==> src/rtl/sram_ctrl_pkg.sv <==
package sram_ctrl_pkg;

  typedef enum logic [2:0] {
    ST_IDLE,
    ST_WSET,
    ST_WLOW,
    ST_WHOLD,
    ST_RACC
  } seq_state_e;

  // Nanoseconds to whole clock cycles, rounded up; zero stays zero.
  function automatic int ns_to_cyc(input int t_ns, input int clk_ns);
    if (t_ns <= 0) return 0;
    return (t_ns + clk_ns - 1) / clk_ns;
  endfunction

  function automatic int max_of(input int a, input int b);
    return (a > b) ? a : b;
  endfunction

  function automatic int floor_one(input int a);
    return (a < 1) ? 1 : a;
  endfunction

endpackage

==> src/rtl/sram_drive_track.sv <==
module sram_drive_track (
  input  logic clk,
  input  logic rst_n,
  input  logic ce_n,
  input  logic we_n,
  output logic q_live
);
  logic sel_now;
  logic sel_prev;

  assign sel_now = !ce_n && we_n;

  always_ff @(posedge clk) begin
    if (!rst_n) sel_prev <= 1'b0;
    else        sel_prev <= sel_now;
  end

  // Outputs drive only after a full cycle of read selection.
  assign q_live = sel_prev && sel_now;

  AST_FLOAT_ON_WE_FALL: assert property (@(posedge clk) disable iff (!rst_n)
    $fell(we_n) |-> !q_live);
  AST_TURN_ON_DELAY: assert property (@(posedge clk) disable iff (!rst_n)
    $rose(we_n) |-> !q_live);
  AST_LIVE_NEEDS_SEL: assert property (@(posedge clk) disable iff (!rst_n)
    q_live |-> (!ce_n && $past(!ce_n)));
endmodule

==> src/rtl/sram_rd_capture.sv <==
module sram_rd_capture #(
  parameter int DATA_W = 4
) (
  input  logic              clk,
  input  logic              rst_n,
  input  logic              capture_ev,
  input  logic [DATA_W-1:0] mem_dout,
  output logic [DATA_W-1:0] rd_data
);
  always_ff @(posedge clk) begin
    if (!rst_n)          rd_data <= '0;
    else if (capture_ev) rd_data <= mem_dout;
  end

  AST_RD_HOLD: assert property (@(posedge clk) disable iff (!rst_n)
    !capture_ev |=> $stable(rd_data));
endmodule

==> src/rtl/sram_seq.sv <==
module sram_seq
  import sram_ctrl_pkg::*;
#(
  parameter int ADDR_W    = 16,
  parameter int DATA_W    = 4,
  parameter int CNT_W     = 4,
  parameter int PULSE_CYC = 1,
  parameter int WC_CYC    = 2,
  parameter int RD_CYC    = 2,
  parameter int PWE_CYC   = 1,
  parameter int SD_CYC    = 1,
  parameter int AA_CYC    = 2
) (
  input  logic              clk,
  input  logic              rst_n,
  input  logic              req,
  input  logic              req_we,
  input  logic [ADDR_W-1:0] req_addr,
  input  logic [DATA_W-1:0] req_wdata,
  output logic              ce_n,
  output logic              we_n,
  output logic [ADDR_W-1:0] addr,
  output logic [DATA_W-1:0] din,
  output logic              ack,
  output logic              accept_ev,
  output logic              capture_ev
);
  localparam logic [CNT_W-1:0] PULSE_LIM = CNT_W'(PULSE_CYC);
  localparam logic [CNT_W-1:0] WC_LIM    = CNT_W'(WC_CYC);
  localparam logic [CNT_W-1:0] RD_LIM    = CNT_W'(RD_CYC);
  localparam logic [CNT_W-1:0] CNT_SAT   = {CNT_W{1'b1}};

  seq_state_e       state;
  logic [CNT_W-1:0] el;   // completed chip-enable-low cycles
  logic [CNT_W-1:0] ph;   // completed write-enable-low cycles
  logic             finish_w;
  logic             finish_r;

  assign accept_ev  = (state == ST_IDLE) && req && !ack;
  assign finish_w   = (state == ST_WHOLD) && (el >= WC_LIM);
  assign finish_r   = (state == ST_RACC) && (el >= RD_LIM);
  assign capture_ev = finish_r;

  always_ff @(posedge clk) begin
    if (!rst_n) begin
      state <= ST_IDLE;
      ce_n  <= 1'b1;
      we_n  <= 1'b1;
      addr  <= '0;
      din   <= '0;
      el    <= '0;
      ph    <= '0;
      ack   <= 1'b0;
    end else begin
      ack <= finish_w || finish_r;
      if (state != ST_IDLE && el != CNT_SAT) el <= el + 1'b1;
      case (state)
        ST_IDLE: begin
          if (accept_ev) begin
            addr <= req_addr;
            if (req_we) din <= req_wdata;
            ce_n  <= 1'b0;
            el    <= CNT_W'(1);
            state <= req_we ? ST_WSET : ST_RACC;
          end
        end
        ST_WSET: begin
          we_n  <= 1'b0;
          ph    <= CNT_W'(1);
          state <= ST_WLOW;
        end
        ST_WLOW: begin
          if (ph >= PULSE_LIM) begin
            we_n  <= 1'b1;
            state <= ST_WHOLD;
          end else begin
            ph <= ph + 1'b1;
          end
        end
        ST_WHOLD: begin
          if (finish_w) begin
            ce_n  <= 1'b1;
            state <= ST_IDLE;
          end
        end
        ST_RACC: begin
          if (finish_r) begin
            ce_n  <= 1'b1;
            state <= ST_IDLE;
          end
        end
        default: state <= ST_IDLE;
      endcase
    end
  end

  // Independent run-length counters used only by the checks below.
  logic [CNT_W-1:0] chk_we_run;
  logic [CNT_W-1:0] chk_ce_run;
  always_ff @(posedge clk) begin
    if (!rst_n) begin
      chk_we_run <= '0;
      chk_ce_run <= '0;
    end else begin
      chk_we_run <= we_n ? '0 : ((chk_we_run == CNT_SAT) ? chk_we_run : chk_we_run + 1'b1);
      chk_ce_run <= ce_n ? '0 : ((chk_ce_run == CNT_SAT) ? chk_ce_run : chk_ce_run + 1'b1);
    end
  end

  AST_WE_UNDER_CE: assert property (@(posedge clk) disable iff (!rst_n)
    !we_n |-> !ce_n);
  AST_WE_ENDS_WRITE: assert property (@(posedge clk) disable iff (!rst_n)
    !we_n |=> !ce_n);
  AST_BUS_HELD: assert property (@(posedge clk) disable iff (!rst_n)
    (!ce_n && $past(!ce_n)) |-> ($stable(addr) && $stable(din)));
  AST_ACK_PULSE: assert property (@(posedge clk) disable iff (!rst_n)
    ack |=> !ack);
  AST_ACK_DESELECTED: assert property (@(posedge clk) disable iff (!rst_n)
    ack |-> (ce_n && we_n));
  AST_NO_ACCEPT_IN_ACK: assert property (@(posedge clk) disable iff (!rst_n)
    ack |-> !accept_ev);
  AST_WE_PULSE_MIN: assert property (@(posedge clk) disable iff (!rst_n)
    $rose(we_n) |-> (chk_we_run >= CNT_W'(PWE_CYC) && chk_we_run >= CNT_W'(SD_CYC)));
  AST_ACCESS_MIN: assert property (@(posedge clk) disable iff (!rst_n)
    capture_ev |-> ((chk_ce_run + 1'b1) >= CNT_W'(AA_CYC) && we_n));
endmodule

==> src/rtl/sram_timing_ctrl.sv <==
module sram_timing_ctrl
  import sram_ctrl_pkg::*;
#(
  parameter int ADDR_W       = 16,
  parameter int DATA_W       = 4,
  parameter int CLK_NS       = 10,
  parameter int T_WCYC_NS    = 12,
  parameter int T_WPULSE_NS  = 8,
  parameter int T_ASETUP_NS  = 9,
  parameter int T_DSETUP_NS  = 8,
  parameter int T_ACCESS_NS  = 12,
  parameter int T_RCYC_NS    = 12
) (
  input  logic              clk,
  input  logic              rst_n,
  input  logic              req,
  input  logic              req_we,
  input  logic [ADDR_W-1:0] req_addr,
  input  logic [DATA_W-1:0] req_wdata,
  output logic              ack,
  output logic [DATA_W-1:0] rd_data,
  output logic [ADDR_W-1:0] mem_addr,
  output logic [DATA_W-1:0] mem_din,
  input  logic [DATA_W-1:0] mem_dout,
  output logic              mem_ce_n,
  output logic              mem_we_n,
  output logic              mem_q_live
);
  localparam int WC_CYC  = floor_one(ns_to_cyc(T_WCYC_NS, CLK_NS));
  localparam int PWE_CYC = floor_one(ns_to_cyc(T_WPULSE_NS, CLK_NS));
  localparam int SD_CYC  = floor_one(ns_to_cyc(T_DSETUP_NS, CLK_NS));
  localparam int AW_CYC  = floor_one(ns_to_cyc(T_ASETUP_NS, CLK_NS));
  localparam int AA_CYC  = floor_one(ns_to_cyc(T_ACCESS_NS, CLK_NS));
  localparam int RC_CYC  = floor_one(ns_to_cyc(T_RCYC_NS, CLK_NS));
  // Address is valid one setup cycle before write enable falls.
  localparam int PULSE_CYC = max_of(max_of(PWE_CYC, SD_CYC), floor_one(AW_CYC - 1));
  localparam int RD_CYC    = max_of(AA_CYC, RC_CYC);
  localparam int CNT_W     = $clog2(max_of(max_of(WC_CYC, RD_CYC), PULSE_CYC) + 2) + 1;

  logic accept_ev;
  logic capture_ev;

  sram_seq #(
    .ADDR_W(ADDR_W), .DATA_W(DATA_W), .CNT_W(CNT_W),
    .PULSE_CYC(PULSE_CYC), .WC_CYC(WC_CYC), .RD_CYC(RD_CYC),
    .PWE_CYC(PWE_CYC), .SD_CYC(SD_CYC), .AA_CYC(AA_CYC)
  ) u_seq (
    .clk(clk), .rst_n(rst_n),
    .req(req), .req_we(req_we), .req_addr(req_addr), .req_wdata(req_wdata),
    .ce_n(mem_ce_n), .we_n(mem_we_n), .addr(mem_addr), .din(mem_din),
    .ack(ack), .accept_ev(accept_ev), .capture_ev(capture_ev)
  );

  sram_rd_capture #(.DATA_W(DATA_W)) u_cap (
    .clk(clk), .rst_n(rst_n), .capture_ev(capture_ev),
    .mem_dout(mem_dout), .rd_data(rd_data)
  );

  sram_drive_track u_track (
    .clk(clk), .rst_n(rst_n), .ce_n(mem_ce_n), .we_n(mem_we_n), .q_live(mem_q_live)
  );

  AST_ACCEPT_FROM_IDLE: assert property (@(posedge clk) disable iff (!rst_n)
    accept_ev |-> (mem_ce_n && mem_we_n));
  AST_ACCEPT_SELECTS: assert property (@(posedge clk) disable iff (!rst_n)
    accept_ev |=> (!mem_ce_n && mem_we_n));
endmodule

==> config.mk <==
export PLATFORM = sky130hd
export DESIGN_NAME = sram_timing_ctrl
export DESIGN_NICKNAME = d
export VERILOG_FILES = /design/src/rtl/sram_ctrl_pkg.sv /design/src/rtl/sram_drive_track.sv /design/src/rtl/sram_rd_capture.sv /design/src/rtl/sram_seq.sv /design/src/rtl/sram_timing_ctrl.sv
export SDC_FILE = /design/constraint.sdc
export NUM_CORES = 1
export LEC_CHECK = 0
export BUFFER_PORTS_ARGS = -buffer_cell sky130_fd_sc_hd__buf_2
export CAP_MARGIN = 20
export CORE_ASPECT_RATIO = 1.4
export CORE_MARGIN = 10
export CORE_UTILIZATION = 49
export CTS_CLUSTER_DIAMETER = 150
export CTS_CLUSTER_SIZE = 10
export DETAILED_ROUTE_END_ITERATION = 8
export PLACE_DENSITY_LB_ADDON = 0.08
export SYNTH_ARGS = -nofsm -noshare
export SYNTH_HDL_FRONTEND = slang
export SYNTH_SLANG_ARGS = --single-unit
export TNS_END_PERCENT = 30
==> constraint.sdc <==
create_clock -name clk -period 2 [get_ports clk]
set_clock_uncertainty 0.2 [all_clocks]
set_input_delay 0.3 -clock clk [delete_from_list [all_inputs] [get_ports clk]]
set_output_delay 0.3 -clock clk [all_outputs]
set_load 0.02 [all_outputs]
==> results.json <==
{
  "grt_pass1_wl_mm": 6.95,
  "cp_slowest_cell": "or3_1",
  "area_delta_synth_final_pct": 21.0,
  "cts_resized": 0,
  "synth_area_per_cell_um2": 8.95,
  "postCtsHoldBufs": 0,
  "syn_area_mm2": 0.00166,
  "yosys_most_used_dff": "dfxtp_1",
  "routed_wl_mm": 4.25,
  "path_max_fanout": 8,
  "ios": 56,
  "max_cap_violations": 0,
  "r2r-end": "u_seq.state[1]",
  "setup_tns_ps": 0,
  "ys_warn_count": 0,
  "clock_sinks": 37,
  "worstSetupEndpointType": "register",
  "worst_path_largest_cell_delay_ps": 430,
  "core.rowCount": 24,
  "post_cts_buffers": 0,
  "r2r_cells": 5,
  "yosys-top-cells-count": "dfxtp_1 (37), o21ai_0 (24), nand3_1 (22), a21boi_0 (16), nand2_1 (13)",
  "ant_nets": 0,
  "setup_viol": 0,
  "core_mm2": 0.00318,
  "syn-num-nets": 218,
  "wl_per_cell_um": 15.5,
  "fill_cells": 311,
  "crit_chain": "inv_1 > ha_1 > or3_1 > and3_1 > nor4_1",
  "rsz0062_at_grt": "no",
  "r2r_setup_slack_ps": 220,
  "gp_congestion": 0.784,
  "nets": 268,
  "fin_hold_ws_ps": 59.7,
  "clk_pin_slew_ps": 70,
  "p_per_area_mw_per_mm2": 837,
  "cts_root_buffer": "clkbuf_8",
  "irDropWorstVdd_uv": 607,
  "ys_seq_area_share_pct": 44.7,
  "cts-htree-levels": 2,
  "cts.path.max_buffers": 2,
  "yosysTopAreaCellShare_pct": 44.7,
  "startpoint": "u_seq.el[0]",
  "synth_cells": 185,
  "grt_overflow": 0,
  "antenna_found_initial": 0,
  "synth.area.top_cells": "dfxtp_1 (45%), o21ai_0 (7.3%), a21boi_0 (7.3%)",
  "worst_pin_slew_ps": 479,
  "drtIter0Drc": 41,
  "stdcell_count": 274,
  "dr.pass1.iters": 6,
  "cp.arrival_ps": 1780,
  "crit_required_ps": 2000,
  "ys_ff_latch": 37,
  "die-area_mm2": 0.00614,
  "status": "complete, no violations",
  "fmax_ghz": 0.563,
  "via_per_inst": 5.52,
  "final_core_util_pct": 62.9,
  "reg2reg_from": "u_seq.el[0]",
  "grt_max_degree": 20,
  "postSynth.asyncResetShare_pct": 0,
  "min_period_ps": 1780,
  "drv_slew": 0,
  "synth_most_common_cell": "dfxtp_1",
  "drive_above_1_share_pct": 30.6,
  "post-dp-hpwl_mm": 3.25,
  "num_antenna_cells": 0,
  "die_w_um": 69.1,
  "cts_tree": "built",
  "port_buffers": 55,
  "worst-setup-path-type": "reg -> reg",
  "cts_buffers": 5,
  "leakage_nw": 0.899,
  "grt.total_usage_pct": 13.6,
  "hold_viol": 0,
  "dp_cells": 267,
  "start_util_pct": 52.0,
  "worst_hold_path_type": "in -> reg",
  "grt_pass1_vias": 1473,
  "clock_latency_ps": 290,
  "period_share_pct": 88.9,
  "max_slew_margin_pct": 67.8,
  "die_h_um": 88.8,
  "num_vias": 1513,
  "drc": 0,
  "cp-endpoint": "u_seq.state[1]",
  "synth-edff-count": 0,
  "synth_area_leader_cell": "dfxtp_1",
  "cp-start-kind": "register",
  "synth.distinct_cells": 37
}
==> worst min-delay path by stage <==
stage | startpoint | endpoint | slack, ps | cells past startpoint
floorplan | req_wdata[0] | u_seq.din[0] | 240 | 2
global placement | u_seq.din[3] | u_seq.din[3] | 240 | 2
detailed placement | u_seq.din[3] | u_seq.din[3] | 250 | 2
CTS | req_wdata[2] | u_seq.din[2] | 60 | 3
global route | req_addr[2] | u_seq.addr[2] | 60 | 3
finish | req_wdata[3] | u_seq.din[3] | 60 | 3
==> layer usage <==
layer / GRT usage [%] / share of wire (%)
met1: 14.7 / 40
met2: 22.5 / 50
met3: 6.39 / 8.0
met4: 5.87 / 1.4
met5: 0 / 0
==> sequential cells by signal, indices dropped and copies added (netlist names) <==
| name | flops |
|---|---|
| u_seq.state | 3 |
| u_seq.we_n | 1 |
| u_seq.din | 4 |
| u_seq.ph | 3 |
| u_cap.rd_data | 4 |
| u_seq.addr | 16 |
| u_seq.el | 3 |
| u_seq.ce_n | 1 |
| u_seq.ack | 1 |
| u_track.sel_prev | 1 |
==> area by class of cell <==
cell class / instances / area (um2) / area share [%]
multi-input cells: 128 / 807 / 40.3
flip-flops and latches: 37 / 741 / 37.0
repair buffers: 59 / 305 / 15.2
clock buffers: 7 / 86.3 / 4.31
well taps: 39 / 48.8 / 2.44
inverters: 4 / 15.0 / 0.750
==> cell families after synthesis <==
logic type | synth area share (%)
simple gates | 22.5
fa+ha+maj | 3.78
mux | 2.42
compound gates | 20.1
flops | 44.7
buf+inv | 6.50
==> critical path: cells and delay by family (launching register included) <==
family                   cells  cell delay, ps
AND/OR/NAND/NOR              3             870
flip-flops                   1             370
adder cells (fa/ha/maj)      1             190
buffers and inverters        1              60
==> metrics by stage <==
step,setup slack [ps],power [mW],area [um2]
after floorplan,342,1.08,1660
after global placement,310,1.16,1920
after detailed placement,223,1.18,1920
after CTS,212,1.69,2000
after global routing,107,1.77,2000
final,222,1.68,2000
==> cells in the final DEF, fill, tap and decap left out, types with 4 or more instances in the layout <==
cell type	count
buf_2	55
mux2i_1	4
a21boi_0	16
nand2_1	13
nand3_1	22
a21oi_1	7
o21ai_0	24
buf_4	4
nor2_1	5
clkbuf_8	6
ha_1	5
inv_1	4
dfxtp_1	37
==> where the power goes <==
| group | total [mW] | switching (mW) | leakage, nW | internal (mW) |
|---|---|---|---|---|
| Combinational | 0.328 | 0.199 | 0.552 | 0.128 |
| Sequential | 0.828 | 0.0394 | 0.302 | 0.788 |
| Clock | 0.521 | 0.248 | 0.0443 | 0.273 |
| Total | 1.68 | 0.487 | 0.899 | 1.19 |
No activity file was read; power rests on OpenSTA's default activity.
